## src/rtl/cmd_scan_ctrl.sv

```systemverilog
module cmd_scan_ctrl #(
  parameter int NQ    = 3,
  parameter int DEPTH = 4,
  parameter int CW    = 32,
  localparam int QW   = (NQ > 1) ? $clog2(NQ) : 1,
  localparam int AW   = (DEPTH > 1) ? $clog2(DEPTH) : 1,
  localparam int PW   = $clog2(DEPTH + 1)
) (
  input  logic            clk,
  input  logic            rst_n,
  input  logic            wr_en,
  input  logic [QW-1:0]   wr_qsel,
  input  logic [CW-1:0]   wr_data,
  input  logic [NQ-1:0]   enable,
  input  logic [NQ-1:0]   cont_mode,
  input  logic [NQ-1:0]   sw_trig,
  input  logic [NQ-1:0]   hw_trig,
  input  logic [NQ-1:0]   rearm,
  output logic            cmd_valid,
  input  logic            cmd_ready,
  output logic [CW-1:0]   cmd_data,
  output logic [QW-1:0]   cmd_qid,
  output logic [2*NQ-1:0] q_state,
  output logic [NQ-1:0]   q_overrun
);
  typedef enum logic [1:0] {S_OFF = 2'd0, S_ARM = 2'd1, S_RUN = 2'd2, S_STOP = 2'd3} qst_t;

  logic [CW-1:0] mem  [NQ][DEPTH];
  logic [PW-1:0] cnt  [NQ];
  logic [PW-1:0] rptr [NQ];
  qst_t          st   [NQ];
  logic [NQ-1:0] rdy_q;
  logic          held;
  logic [QW-1:0] held_q, pick, sel;
  logic          hs;

  for (genvar g = 0; g < NQ; g++) begin : g_q
    assign rdy_q[g]           = (st[g] == S_RUN) && (rptr[g] < cnt[g]);
    assign q_state[2*g +: 2]  = st[g];
  end

  always_comb begin
    pick = '0;
    for (int i = NQ - 1; i >= 0; i--)
      if (rdy_q[i]) pick = QW'(i);
  end

  assign sel       = (held && st[held_q] == S_RUN) ? held_q : pick;
  assign cmd_valid = rdy_q[sel];
  assign cmd_qid   = sel;
  assign cmd_data  = mem[sel][rptr[sel][AW-1:0]];
  assign hs        = cmd_valid && cmd_ready;

  always_ff @(posedge clk) begin
    for (int i = 0; i < NQ; i++)
      if (wr_en && wr_qsel == QW'(i) && cnt[i] < PW'(DEPTH))
        mem[i][cnt[i][AW-1:0]] <= wr_data;
  end

  always_ff @(posedge clk or negedge rst_n) begin
    if (!rst_n) begin
      held   <= 1'b0;
      held_q <= '0;
      for (int i = 0; i < NQ; i++) begin
        st[i]        <= S_OFF;
        cnt[i]       <= '0;
        rptr[i]      <= '0;
        q_overrun[i] <= 1'b0;
      end
    end else begin
      if (hs) held <= 1'b0;
      else if (cmd_valid) begin
        held   <= 1'b1;
        held_q <= sel;
      end
      for (int i = 0; i < NQ; i++) begin
        if (wr_en && wr_qsel == QW'(i) && cnt[i] < PW'(DEPTH))
          cnt[i] <= cnt[i] + 1'b1;
        if (!enable[i]) begin
          st[i]        <= S_OFF;
          rptr[i]      <= '0;
          q_overrun[i] <= 1'b0;
        end else begin
          case (st[i])
            S_OFF:  st[i] <= S_ARM;
            S_ARM:  if (sw_trig[i] || hw_trig[i]) st[i] <= S_RUN;
            S_RUN: begin
              if (sw_trig[i] || hw_trig[i]) q_overrun[i] <= 1'b1;
              if (hs && sel == QW'(i)) begin
                if (cmd_data[CW-1]) begin
                  rptr[i] <= '0;
                  st[i]   <= cont_mode[i] ? S_ARM : S_STOP;
                end else begin
                  rptr[i] <= rptr[i] + 1'b1;
                end
              end
            end
            default: if (rearm[i]) st[i] <= S_ARM;
          endcase
        end
      end
    end
  end
endmodule


```

## config.mk

```make
export PLATFORM = sky130hd
export DESIGN_NAME = cmd_scan_ctrl
export DESIGN_NICKNAME = d
export VERILOG_FILES = /design/src/rtl/cmd_scan_ctrl.sv
export SDC_FILE = /design/constraint.sdc
export NUM_CORES = 1
export LEC_CHECK = 0
export BUFFER_PORTS_ARGS = -buffer_cell sky130_fd_sc_hd__buf_2
export CORE_UTILIZATION = 30
export DETAILED_ROUTE_END_ITERATION = 16
export HOLD_SLACK_MARGIN = 0.02
export PLACE_DENSITY = 0.55
export SLEW_MARGIN = 20
export SYNTH_ARGS = -nofsm -noshare
export SYNTH_HDL_FRONTEND = slang
export SYNTH_SLANG_ARGS = --single-unit
export TNS_END_PERCENT = 30
```

## constraint.sdc

```tcl
create_clock -name clk -period 3.7 [get_ports clk]
set_clock_uncertainty 0.1 [all_clocks]
set_input_delay 0.74 -clock clk [delete_from_list [all_inputs] [get_ports clk]]
set_output_delay 0.74 -clock clk [all_outputs]
set_load 0.1 [all_outputs]
```

==> impl_results.html <==
<table>
<tr><th>Metric</th><th>Value</th></tr>
<tr><th colspan="2">Synth</th></tr>
<tr><td>Synth Instances</td><td>1052</td></tr>
<tr><td>YS warnings</td><td>0</td></tr>
<tr><td>Cell area after technology mapping</td><td>0.01627 sq mm</td></tr>
<tr><td>Ys async rst share</td><td>7.246%</td></tr>
<tr><td>Leading register cell type out of synthesis</td><td>sky130_fd_sc_hd__edfxtp_1</td></tr>
<tr><td>Post-synth cell types</td><td>50</td></tr>
<tr><td>Sequential cell area fraction in the yosys report</td><td>approximately three quarters</td></tr>
<tr><td>Number of flops mapped to enable cells by yosys</td><td>384</td></tr>
<tr><td>Syn_nets</td><td>roughly 1100</td></tr>
<tr><td>Post-Synthesis Mean Instance Area</td><td>~15 sq um</td></tr>
<tr><td>Number of storage elements in the synthesis netlist</td><td>just over 400</td></tr>
<tr><th colspan="2">Die</th></tr>
<tr><td>Initial core utilization</td><td>30.66%</td></tr>
<tr><td>Die Wd</td><td>between 200 and 250 microns</td></tr>
<tr><td>Die Ht</td><td>roughly 230 microns</td></tr>
<tr><td>Area of the core region</td><td>about 0.053 sq mm</td></tr>
<tr><td>Number of top-level pins</td><td>between 90 and 100</td></tr>
<tr><td>Die area</td><td>0.05517 sq mm</td></tr>
<tr><td>Number of rows in the core area</td><td>between 80 and 90</td></tr>
<tr><th colspan="2">Final layout</th></tr>
<tr><td>Ratio of cells with drive above 1 in the final layout</td><td>between 20% and 30%</td></tr>
<tr><td>Top library cells by usage in the layout, fill and taps aside</td><td>384 x sky130_fd_sc_hd__edfxtp_1, 124 x sky130_fd_sc_hd__a222oi_1, 85 x sky130_fd_sc_hd__nand2_1</td></tr>
<tr><td>Most common library cell in the layout ignoring fill and taps</td><td>sky130_fd_sc_hd__edfxtp_1</td></tr>
<tr><td># fillers</td><td>roughly 4800</td></tr>
<tr><td>Post-route standard cell area excluding fillers</td><td>between 0.02 and 0.025 sq mm</td></tr>
<tr><td>Core occupancy in the finished layout</td><td>between 30% and 40%</td></tr>
<tr><td>Filler-free cell count of the finished design</td><td>just under 2000</td></tr>
<tr><td>Area Growth Syn to Fin</td><td>29.92%</td></tr>
<tr><td>Number of nets in the layout</td><td>~1300</td></tr>
<tr><th colspan="2">Clocking</th></tr>
<tr><td>TritonCTS clock tree</td><td>done</td></tr>
<tr><td>Total clock buffers created by CTS</td><td>45</td></tr>
<tr><td>Clk slew on worst S/H paths</td><td>0.06 ns</td></tr>
<tr><td>Number of sinks handled by clock tree synthesis</td><td>around 410</td></tr>
<tr><td>Skew-Pair Late Insertion Delay</td><td>about 0.57 ns</td></tr>
<tr><td>Deepest level of the CTS H-tree</td><td>2</td></tr>
<tr><td>Count of hold buffers inserted by post-cts repair</td><td>0</td></tr>
<tr><td>Worst-case clock buffer depth</td><td>3</td></tr>
<tr><td>Root Buffer Master</td><td>sky130_fd_sc_hd__clkbuf_16</td></tr>
<tr><th colspan="2">Global route</th></tr>
<tr><td>Total global routing track utilization</td><td>between 15 and 20%</td></tr>
<tr><td>Antenna violations before repair</td><td>3</td></tr>
<tr><td>Global-route wire length before repair</td><td>65360 microns</td></tr>
<tr><td>GRT overflow</td><td>0</td></tr>
<tr><td>Vias in the first global route</td><td>10377</td></tr>
<tr><td>Pin count of the biggest net entering global routing</td><td>52</td></tr>
<tr><th colspan="2">STA</th></tr>
<tr><td>Max Transition Viols Final</td><td>0</td></tr>
<tr><td>Fin. Hold Viols</td><td>0</td></tr>
<tr><td>Summed negative setup slack over all endpoints</td><td>-13.82 ns</td></tr>
<tr><td>Setup repair after global routing missed its margin</td><td>yes</td></tr>
<tr><td>Worst slew margin relative to its limit</td><td>between 40 and 50%</td></tr>
<tr><td>Worst path setup slack after routing</td><td>-0.5309 ns</td></tr>
<tr><td>Transition time at the pin with the least slew margin</td><td>about 0.76 ns</td></tr>
<tr><td>Final setup violation count</td><td>32</td></tr>
<tr><td>FMAX</td><td>between 200 and 250 MHz</td></tr>
<tr><td>Final worst-path cycle share</td><td>114.3%</td></tr>
<tr><td>Period minus WS final</td><td>around 4.2 ns</td></tr>
<tr><th colspan="2">Worst setup path</th></tr>
<tr><td>CP max FO</td><td>8</td></tr>
<tr><td>Kind of launch point of the worst setup path</td><td>register</td></tr>
<tr><td>Signal arrival time at the worst endpoint</td><td>between 3 and 4 ns</td></tr>
<tr><td>Worst Reg2Reg Path Length in Cells</td><td>13</td></tr>
<tr><td>Critical Path Sink Type</td><td>output port</td></tr>
<tr><td>Data required time of the critical path</td><td>2.86 ns</td></tr>
<tr><td>Classification of the worst setup path</td><td>reg2out</td></tr>
<tr><th colspan="2">Place</th></tr>
<tr><td>Count of input and output buffers</td><td>between 90 and 100</td></tr>
<tr><td>Number of placed instances with taps included</td><td>1827</td></tr>
<tr><td>Placed standard-cell area</td><td>around 0.019 sq mm</td></tr>
<tr><td>Placer Congestion</td><td>about 0.74</td></tr>
<tr><td>Detailed placer's ending HPWL</td><td>23440 microns</td></tr>
<tr><th colspan="2">Min path</th></tr>
<tr><td>Hold WC Path Type</td><td>in2async</td></tr>
<tr><th colspan="2">Outcome</th></tr>
<tr><td>Failing checks</td><td>setup timing</td></tr>
<tr><td>Result of the run</td><td>complete, but fails checks</td></tr>
<tr><th colspan="2">Detailed routing</th></tr>
<tr><td>Total length of routed wires</td><td>approximately 44000 microns</td></tr>
<tr><td>Initial DRC count</td><td>1023</td></tr>
<tr><td>Number of search-and-repair iterations in the first detailed-routing pass</td><td>5</td></tr>
<tr><td>Routed vias</td><td>just over 10000</td></tr>
<tr><td>Number of vias per cell</td><td>~5.2</td></tr>
<tr><td>Antenna Violating Nets Remaining</td><td>0</td></tr>
<tr><td>Per-cell routed wire length</td><td>approximately 23 microns</td></tr>
<tr><td>Remaining routing DRC violations</td><td>0</td></tr>
<tr><th colspan="2">Flow run</th></tr>
<tr><td>Count of max-cap constraint violations</td><td>0</td></tr>
</table>
[routing by layer]
layer	part of all wire [%]	GRT usage [%]	up-vias
met5	0.030	0	-
met4	1.5	3.469	2
met3	5.1	2.808	52
met2	49	26.42	272
met1	44	20.74	5245
li1	-	-	4574
[final cells by class]
cell class	count	area, sq um	area share (%)
timing repair buffer	175	2027	9.589
tap	688	860.8	4.072
multi-input combinational	545	4392	20.78
inverter	28	116.4	0.5505
antenna	1	2.502	0.01184
clock buffer	55	1174	5.552
sequential	414	12310	58.21
clock inverter	27	261.5	1.237
[sequential cells by signal, summed over array words and instances, names as in the netlist]
signal	cells
q_overrun	3
q_state	6
rptr	9
held_q	2
cnt	9
mem	384
held	1
[cell usage after synthesis, types with 6 or more instances]
cell type | count | area share [%]
sky130_fd_sc_hd__a21oi_1 | 7 | 0.22
sky130_fd_sc_hd__a222oi_1 | 124 | 7.6
sky130_fd_sc_hd__and2_1 | 15 | 0.58
sky130_fd_sc_hd__buf_1 | 6 | 0.14
sky130_fd_sc_hd__clkbuf_1 | 57 | 1.3
sky130_fd_sc_hd__dfrtp_1 | 30 | 4.6
sky130_fd_sc_hd__edfxtp_1 | 384 | 71
sky130_fd_sc_hd__ha_1 | 33 | 2.5
sky130_fd_sc_hd__inv_1 | 27 | 0.62
sky130_fd_sc_hd__mux2i_1 | 8 | 0.49
sky130_fd_sc_hd__nand2_1 | 90 | 2.1
sky130_fd_sc_hd__nand3_1 | 39 | 1.2
sky130_fd_sc_hd__nor2_1 | 103 | 2.4
sky130_fd_sc_hd__nor2b_1 | 8 | 0.31
sky130_fd_sc_hd__o21ai_0 | 44 | 1.4
[metrics by stage]
step | worst slack, ns | hold slack [ns]
detailed placement | -0.04058 | 0.3785
global route | -0.6061 | 0.1837
finish | -0.5309 | 0.1415
global placement | -0.02835 | 0.3686
floorplan | -0.01458 | 0.3444
CTS | -0.5015 | 0.1394
[timing repair]
| item | CTS | global route |
|---|---|---|
| endpoints found under the setup margin | 34 | 34 |
| gates cloned | 3 | 3 |
| resized for setup | 43 | 30 |
| setup buffers | 13 | 4 |
| pin swaps | 9 | 5 |
[cells by family (layout without fill, tap and decap cells)]
kind of cell | count (synthesis) | after routing | synth area share, %
other | 0 | 1 | 0
AND/OR/NAND/NOR | 284 | 284 | 7.767
XOR/XNOR | 3 | 3 | 0.1615
AO/OA/AOI/OAI | 216 | 216 | 11.33
buffers and inverters | 93 | 285 | 2.161
adder cells (fa/ha/maj) | 33 | 33 | 2.538
multiplexers | 9 | 9 | 0.5614
flip-flops | 414 | 414 | 75.48
[worst max-delay path, cell delays in order (launching register included)]
cell and delay [ns]:
sky130_fd_sc_hd__dfrtp_1 0.41, sky130_fd_sc_hd__ha_4 0.29, sky130_fd_sc_hd__nand2_4 0.05, sky130_fd_sc_hd__o2111a_1 0.27, sky130_fd_sc_hd__a221o_1 0.31, sky130_fd_sc_hd__and2_4 0.23
sky130_fd_sc_hd__a221o_4 0.45, sky130_fd_sc_hd__mux2i_4 0.22, sky130_fd_sc_hd__mux2i_4 0.21, sky130_fd_sc_hd__clkinvlp_4 0.17, sky130_fd_sc_hd__buf_12 0.19
[worst paths after layout]
check / end / start / slack (ns)
worst min-delay path: q_overrun[0] / rst_n / 0.14
max in group asynchronous: q_state[1] / rst_n / 2.80
worst max-delay path: cmd_data[31] / rptr[7] / -0.53
worst min register to register: q_overrun[1] / q_overrun[1] / 0.39
worst max register to register: rptr[4] / rptr[7] / 0.28
min in group clk: held / cmd_ready / 0.36
Power is not shown: default switching activity piles up to over one toggle a cycle in this logic, so the estimate is an artifact.
